## src/rtl/btc_pkg.sv

```systemverilog
package btc_pkg;

  typedef enum logic [1:0] {
    ST_IDLE = 2'd0,
    ST_WAIT = 2'd1,
    ST_RESP = 2'd2
  } btc_state_e;

  localparam int SLOT_BYTES = 4;
  localparam int SLOT_W     = 8 * SLOT_BYTES;

  function automatic logic [7:0] slot_byte(input logic [SLOT_W-1:0] slot,
                                           input logic [1:0] sel);
    return slot[8*sel +: 8];
  endfunction

endpackage

```

## src/rtl/btc_tag_array.sv

```systemverilog
module btc_tag_array #(
  parameter int ENTRIES = 63,
  parameter int TAG_W   = 15,
  parameter int IDX_W   = $clog2(ENTRIES)
) (
  input  logic               clk,
  input  logic               rst,
  input  logic               flush,
  input  logic               wr_en,
  input  logic [IDX_W-1:0]   wr_idx,
  input  logic [TAG_W-1:0]   wr_tag,
  input  logic [TAG_W-1:0]   lk_tag,
  output logic [ENTRIES-1:0] hit_vec,
  output logic [ENTRIES-1:0] valid_vec,
  output logic               hit,
  output logic [IDX_W-1:0]   hit_idx
);

  logic [TAG_W-1:0]   tag_q [ENTRIES];
  logic [ENTRIES-1:0] valid_q;

  always_ff @(posedge clk) begin
    if (rst || flush) valid_q <= '0;
    else if (wr_en)   valid_q[wr_idx] <= 1'b1;
  end

  always_ff @(posedge clk) begin
    if (wr_en) tag_q[wr_idx] <= wr_tag;
  end

  for (genvar g = 0; g < ENTRIES; g++) begin : g_cmp
    assign hit_vec[g] = valid_q[g] && (tag_q[g] == lk_tag);
  end

  always_comb begin
    hit_idx = '0;
    for (int i = 0; i < ENTRIES; i++)
      if (hit_vec[i]) hit_idx = IDX_W'(i);
  end

  assign hit       = |hit_vec;
  assign valid_vec = valid_q;

endmodule

```

## src/rtl/btc_slot_ram.sv

```systemverilog
module btc_slot_ram #(
  parameter int ENTRIES = 63,
  parameter int W       = 32,
  parameter int IDX_W   = $clog2(ENTRIES)
) (
  input  logic             clk,
  input  logic             we,
  input  logic [IDX_W-1:0] wa,
  input  logic [W-1:0]     wd,
  input  logic [IDX_W-1:0] ra,
  output logic [W-1:0]     rd
);

  logic [W-1:0] mem [ENTRIES];

  always_ff @(posedge clk) begin
    if (we) mem[wa] <= wd;
  end

  assign rd = mem[ra];

endmodule

```

## src/rtl/btc_victim.sv

```systemverilog
module btc_victim #(
  parameter int ENTRIES = 63,
  parameter int IDX_W   = $clog2(ENTRIES),
  parameter int LFSR_W  = $clog2(ENTRIES + 1)
) (
  input  logic             clk,
  input  logic             rst,
  input  logic             rand_mode,
  input  logic             advance,
  output logic [IDX_W-1:0] victim
);

  logic [IDX_W-1:0]  ptr_q;
  logic [LFSR_W-1:0] lfsr_q;
  logic [LFSR_W-1:0] folded;

  always_ff @(posedge clk) begin
    if (rst) begin
      ptr_q  <= '0;
      lfsr_q <= LFSR_W'(1);
    end else begin
      lfsr_q <= {lfsr_q[LFSR_W-2:0], lfsr_q[LFSR_W-1] ^ lfsr_q[LFSR_W-2]};
      if (advance)
        ptr_q <= (ptr_q == IDX_W'(ENTRIES - 1)) ? '0 : ptr_q + 1'b1;
    end
  end

  assign folded = (lfsr_q >= LFSR_W'(ENTRIES)) ? lfsr_q - LFSR_W'(ENTRIES) : lfsr_q;
  assign victim = rand_mode ? IDX_W'(folded) : ptr_q;

endmodule

```

## src/rtl/btc_fetch_cache.sv

```systemverilog
module btc_fetch_cache #(
  parameter int ADDR_W  = 17,
  parameter int ENTRIES = 63,
  parameter int TH_W    = 2
) (
  input  logic              clk,
  input  logic              rst,
  input  logic              fetch_req,
  input  logic [ADDR_W-1:0] fetch_addr,
  input  logic              fetch_seq,
  input  logic              fetch_reti,
  output logic              fetch_stall,
  output logic [7:0]        fetch_data,
  output logic              flash_req,
  output logic [ADDR_W-1:0] flash_addr,
  input  logic              flash_valid,
  input  logic [31:0]       flash_rdata,
  input  logic              cfg_rand,
  input  logic              cfg_flush,
  input  logic [TH_W-1:0]   cfg_thresh,
  input  logic              cfg_reti_en
);
  import btc_pkg::*;

  localparam int TAG_W = ADDR_W - 2;
  localparam int IDX_W = $clog2(ENTRIES);
  localparam int CNT_W = TH_W + 1;

  btc_state_e         st_q;
  logic [TAG_W-1:0]   lk_tag, tag_q;
  logic [1:0]         sel_q;
  logic               seq_q, reti_q, cancel_q;
  logic [CNT_W-1:0]   cnt_q;
  logic [SLOT_W-1:0]  hold_q;
  logic               lin_valid_q;
  logic [TAG_W-1:0]   lin_tag_q;
  logic [SLOT_W-1:0]  lin_data_q;

  logic [ENTRIES-1:0] hit_vec, valid_vec;
  logic               br_hit, lin_hit, any_hit;
  logic [IDX_W-1:0]   hit_idx, victim;
  logic [SLOT_W-1:0]  ram_rd;
  logic               miss_now, fill_ok, br_fill, lin_fill, st_wait;

  assign lk_tag   = fetch_addr[ADDR_W-1:2];
  assign lin_hit  = lin_valid_q && (lin_tag_q == lk_tag);
  assign any_hit  = br_hit || lin_hit;
  assign miss_now = (st_q == ST_IDLE) && fetch_req && !any_hit;
  assign st_wait  = (st_q == ST_WAIT);

  // stall length so far is cnt_q + 1 in the return cycle; keep if it exceeds threshold
  assign fill_ok  = st_wait && flash_valid && !cancel_q && !cfg_flush &&
                    (cnt_q >= CNT_W'(cfg_thresh)) && (!reti_q || cfg_reti_en);
  assign br_fill  = fill_ok && !seq_q;
  assign lin_fill = fill_ok && seq_q;

  btc_tag_array #(.ENTRIES(ENTRIES), .TAG_W(TAG_W), .IDX_W(IDX_W)) u_tags (
    .clk(clk), .rst(rst), .flush(cfg_flush), .wr_en(br_fill), .wr_idx(victim),
    .wr_tag(tag_q), .lk_tag(lk_tag), .hit_vec(hit_vec), .valid_vec(valid_vec),
    .hit(br_hit), .hit_idx(hit_idx)
  );

  btc_slot_ram #(.ENTRIES(ENTRIES), .W(SLOT_W), .IDX_W(IDX_W)) u_ram (
    .clk(clk), .we(br_fill), .wa(victim), .wd(flash_rdata), .ra(hit_idx), .rd(ram_rd)
  );

  btc_victim #(.ENTRIES(ENTRIES), .IDX_W(IDX_W)) u_victim (
    .clk(clk), .rst(rst), .rand_mode(cfg_rand), .advance(br_fill), .victim(victim)
  );

  always_ff @(posedge clk) begin
    if (rst) begin
      st_q     <= ST_IDLE;
      tag_q    <= '0;
      sel_q    <= '0;
      seq_q    <= 1'b0;
      reti_q   <= 1'b0;
      cancel_q <= 1'b0;
      cnt_q    <= '0;
      hold_q   <= '0;
    end else begin
      unique case (st_q)
        ST_IDLE: if (miss_now) begin
          st_q     <= ST_WAIT;
          tag_q    <= lk_tag;
          sel_q    <= fetch_addr[1:0];
          seq_q    <= fetch_seq;
          reti_q   <= fetch_reti;
          cancel_q <= cfg_flush;
          cnt_q    <= CNT_W'(1);
        end
        ST_WAIT: if (flash_valid) begin
          st_q   <= ST_RESP;
          hold_q <= flash_rdata;
        end else begin
          if (cnt_q != '1) cnt_q <= cnt_q + 1'b1;
          if (cfg_flush)   cancel_q <= 1'b1;
        end
        default: st_q <= ST_IDLE;
      endcase
    end
  end

  always_ff @(posedge clk) begin
    if (rst || cfg_flush) begin
      lin_valid_q <= 1'b0;
    end else if (lin_fill) begin
      lin_valid_q <= 1'b1;
    end
  end

  always_ff @(posedge clk) begin
    if (lin_fill) begin
      lin_tag_q  <= tag_q;
      lin_data_q <= flash_rdata;
    end
  end

  always_comb begin
    fetch_stall = 1'b0;
    fetch_data  = '0;
    unique case (st_q)
      ST_IDLE: begin
        fetch_stall = miss_now;
        if (br_hit)       fetch_data = slot_byte(ram_rd, fetch_addr[1:0]);
        else if (lin_hit) fetch_data = slot_byte(lin_data_q, fetch_addr[1:0]);
      end
      ST_WAIT: fetch_stall = 1'b1;
      default: fetch_data  = slot_byte(hold_q, sel_q);
    endcase
  end

  assign flash_req  = miss_now;
  assign flash_addr = {lk_tag, 2'b00};

endmodule

```

## config.mk

```make
export PLATFORM = sky130hd
export DESIGN_NAME = btc_fetch_cache
export DESIGN_NICKNAME = d
export VERILOG_FILES = /design/src/rtl/btc_pkg.sv /design/src/rtl/btc_tag_array.sv /design/src/rtl/btc_slot_ram.sv /design/src/rtl/btc_victim.sv /design/src/rtl/btc_fetch_cache.sv
export SDC_FILE = /design/constraint.sdc
export NUM_CORES = 2
export LEC_CHECK = 0
export BUFFER_PORTS_ARGS = -buffer_cell sky130_fd_sc_hd__buf_2
export CAP_MARGIN = 15
export CORE_MARGIN = 4
export CORE_UTILIZATION = 45
export DETAILED_ROUTE_END_ITERATION = 8
export GPL_TIMING_DRIVEN = 1
export HOLD_SLACK_MARGIN = 0.03
export PLACE_DENSITY = 0.68
export SYNTH_ARGS = -nofsm -noshare
export SYNTH_HDL_FRONTEND = slang
export SYNTH_SLANG_ARGS = --single-unit
```

## constraint.sdc

```tcl
create_clock -name clk -period 20.3 [get_ports clk]
set_input_delay 3.045 -clock clk [delete_from_list [all_inputs] [get_ports clk]]
set_output_delay 3.045 -clock clk [all_outputs]
set_load 0.005 [all_outputs]
```

==> out/results.ini <==
[detailed_routing]
drt-pass1-iter-count = 8
drc_errors = 0
avgRoutedWirePerCell_um = 33.5
drt_wl_total_mm = 449
drt_iter0_drc = 15100
ant_nets = 0
num_vias = 87200
viasPerCell = 6.51

[worst_setup_path]
end_kind = output port
critPathArrivalTime_ns = 12.18
worstSetupStartpointType = input port
critPathRequiredTime_ns = 17.26
path_max_fanout = 141
worstSetupPathType = input port to output port

[power_and_ir_drop]
clock_power_share = 0.426
ir_drop_mv = 0.0670
power_switching_mw = 2.79
leakagePower_nw = 45.2
power_frac_comb = 0.033
power_density_mw_per_mm2 = 90.5
swShare = 0.212
p_int_mw = 10.4
seq_power_share = 0.542

[logic_synthesis]
yosysMostFrequentCell = edfxtp_1
synth_edf_count = 3008
syn_area_sq_mm = 0.131
synthTopCellsByCount = edfxtp_1 (3,008), nand2_1 (1,282), xnor2_1 (961), nand4_1 (516), a21oi_1 (467)
ys_seq_area_frac = 0.711
yosysTopAreaCell = edfxtp_1
netlist_instances = 9106
ys_warn_count = 0
synth_top_area_frac = 0.690
async_flop_share = 0
synth-seq-cells = 3141
synth_area_leaders = edfxtp_1 (69%), xnor2_1 (6.4%), nand2_1 (3.7%)
synthDistinctLibCells = 103
avgSynthCellArea_sq_um = 14.4
synth_flop_cell = edfxtp_1

[floorplan]
core_area_sq_mm = 0.289
die_area_sq_mm = 0.299
die_w_um = 547
core.rowCount = 197
start_util = 0.453
die_y_um = 547
io_pins = 87

[sta]
skew_ns = 0.0773
hold_viol_final = 0
slew_violations = 0
rsz0062_at_grt = no
fin_crit_ns = 15.22
slew_headroom = 0.145
setup_ws_ns = 5.08
final.setup.tns_ns = 0
timing.fmax_ghz = 0.0657
setup_viol = 0
worst_pin_slew_ns = 1.27
fin_crit_sh = 0.750

[clock_tree]
cts_root_buffer = clkbuf_16
cts_repair_resize_count = 0
cts_buffers = 307
cts_setup_buffers = 0
clk_latency_ns = 0.91
cts_tree = built
htreeDepth = 5
clock_path_buffers = 4
cts.sinks = 3141
hold_buffers = 0
clk_pin_slew_ns = 0.06

[placement]
numPortBuffers = 84
dpl.cell_count = 12800
dp_slack_ns = 5.74
globalplace.congestion = 0.934
dp_hpwl_mm = 244

[global_routing]
grt_usage = 0.289
grt_antenna_before_repair = 35
grt_pass1_vias = 83700
grt_max_degree = 142
grt_pass1_wl_mm = 624
overflow = 0

[layout]
synthToLayoutAreaGrowth_pct = 11.3
fin_util = 0.505
num-fill-cells = 23700
multi_input_area_sq_mm = 0.0354
area.sequential_sq_mm = 0.0930
finalNonFillerCells = 13400
drive_gt1_frac = 0.110
fin_nets = 9336

[flow_run]
drv_cap = 0

[status]
status = completed

[min_path]
hold_class = flip-flop to flip-flop

==> area by class of cell <==
type                    count  area share
inverters                  19    0.000490
well taps                3880      0.0333
flip-flops and latches   3141       0.639
repair buffers            369      0.0185
diodes                     12    0.000206
clock buffers             401      0.0564
multi-input cells        5430       0.243
clock inverters           140     0.00941
==> path summary, 6_finish.rpt <==
check | slack [ns] | cells past startpoint | endpoint | startpoint
setup / recovery | 5.08 | 19 | fetch_data[0] | fetch_addr[7]
hold / removal | 0.45 | 0 | u_tags.tag_q[4][9] | tag_q[9]
setup reg to reg | 14.84 | 17 | cnt_q[0] | u_tags.tag_q[42][11]
hold reg to reg | 0.45 | 0 | u_tags.tag_q[4][9] | tag_q[9]
==> layout by cell type (no fill, tap or decap), types with 72 or more instances in the layout <==
| cell type | n |
|---|---|
| buf_4 | 288 |
| buf_2 | 72 |
| nor4_1 | 111 |
| a211oi_1 | 84 |
| dfxtp_1 | 118 |
| xnor2_1 | 961 |
| clkbuf_1 | 82 |
| a21oi_1 | 465 |
| nor3_1 | 97 |
| o21ai_0 | 162 |
| a31oi_1 | 79 |
| mux2i_1 | 205 |
| nor2_1 | 187 |
| and3_1 | 132 |
| nand3_1 | 265 |
| nand4_1 | 516 |
| nand2_1 | 1280 |
| clkbuf_16 | 312 |
| edfxtp_1 | 3008 |
| o21a_1 | 73 |
==> kinds of logic (layout without fill, tap and decap cells) <==
kind of cell,after synthesis,in the layout,synth area share
flip-flops,3141,3141,0.711
AND/OR/NAND/NOR,2833,2833,0.105
AO/OA/AOI/OAI,1341,1341,0.0667
XOR/XNOR,968,968,0.0649
buffers and inverters,536,929,0.0246
multiplexers,278,278,0.0273
adder cells (fa/ha/maj),8,8,0.000765
other,1,14,0.0000287
==> metrics by stage <==
step / hold slack, ns / power [mW] / area, sq um
after CTS: 0.447 / 13.2 / 146000
final: 0.447 / 13.2 / 146000
after global placement: 0.433 / 7.68 / 136000
after detailed placement: 0.434 / 7.69 / 136000
after global routing: 0.463 / 13.5 / 146000
after floorplan: 0.433 / 7.47 / 131000
==> metal layers <==
metal / routed length [um] / GRT usage
met5: 153 / 0
met4: 28200 / 0.161
met3: 62300 / 0.0770
met2: 201000 / 0.443
met1: 157000 / 0.374
==> power groups by stage <==
| stage | combinational, mW | sequential [mW] | clock [mW] |
|---|---|---|---|
| finish | 0.430 | 7.14 | 5.61 |
| global route | 0.445 | 7.13 | 5.90 |
| CTS | 0.417 | 7.14 | 5.62 |
| detailed placement | 0.416 | 7.27 | 0 |
| global placement | 0.405 | 7.28 | 0 |
| floorplan | 0.199 | 7.27 | 0 |
==> critical path, stage by stage <==
cell and delay (ns):
buf_4 0.67, buf_4 0.81, xnor2_1 0.22, nand4_1 0.13, nor4_1 0.93, nor4_1 0.15
o41ai_2 0.62, a41oi_1 0.37, or2_4 0.64, buf_12 0.36, nor2_4 0.52, buf_4 0.58
a22oi_1 0.18, o211ai_1 0.14, nor2_1 0.07, a2111oi_2 1.10, o2111ai_1 0.71, nand4_1 0.46
buf_2 0.17
==> flip-flops by register name, indices dropped and copies added (netlist names), 2 cells and up <==
register / flops
u_ram.mem: 2016
u_tags.tag_q: 945
u_tags.valid_vec: 63
hold_q: 32
lin_data_q: 32
lin_tag_q: 15
tag_q: 15
u_victim.lfsr_q: 6
u_victim.ptr_q: 6
cnt_q: 3
sel_q: 2
st_q: 2
Note: power is estimated with default switching activity, not from simulation.
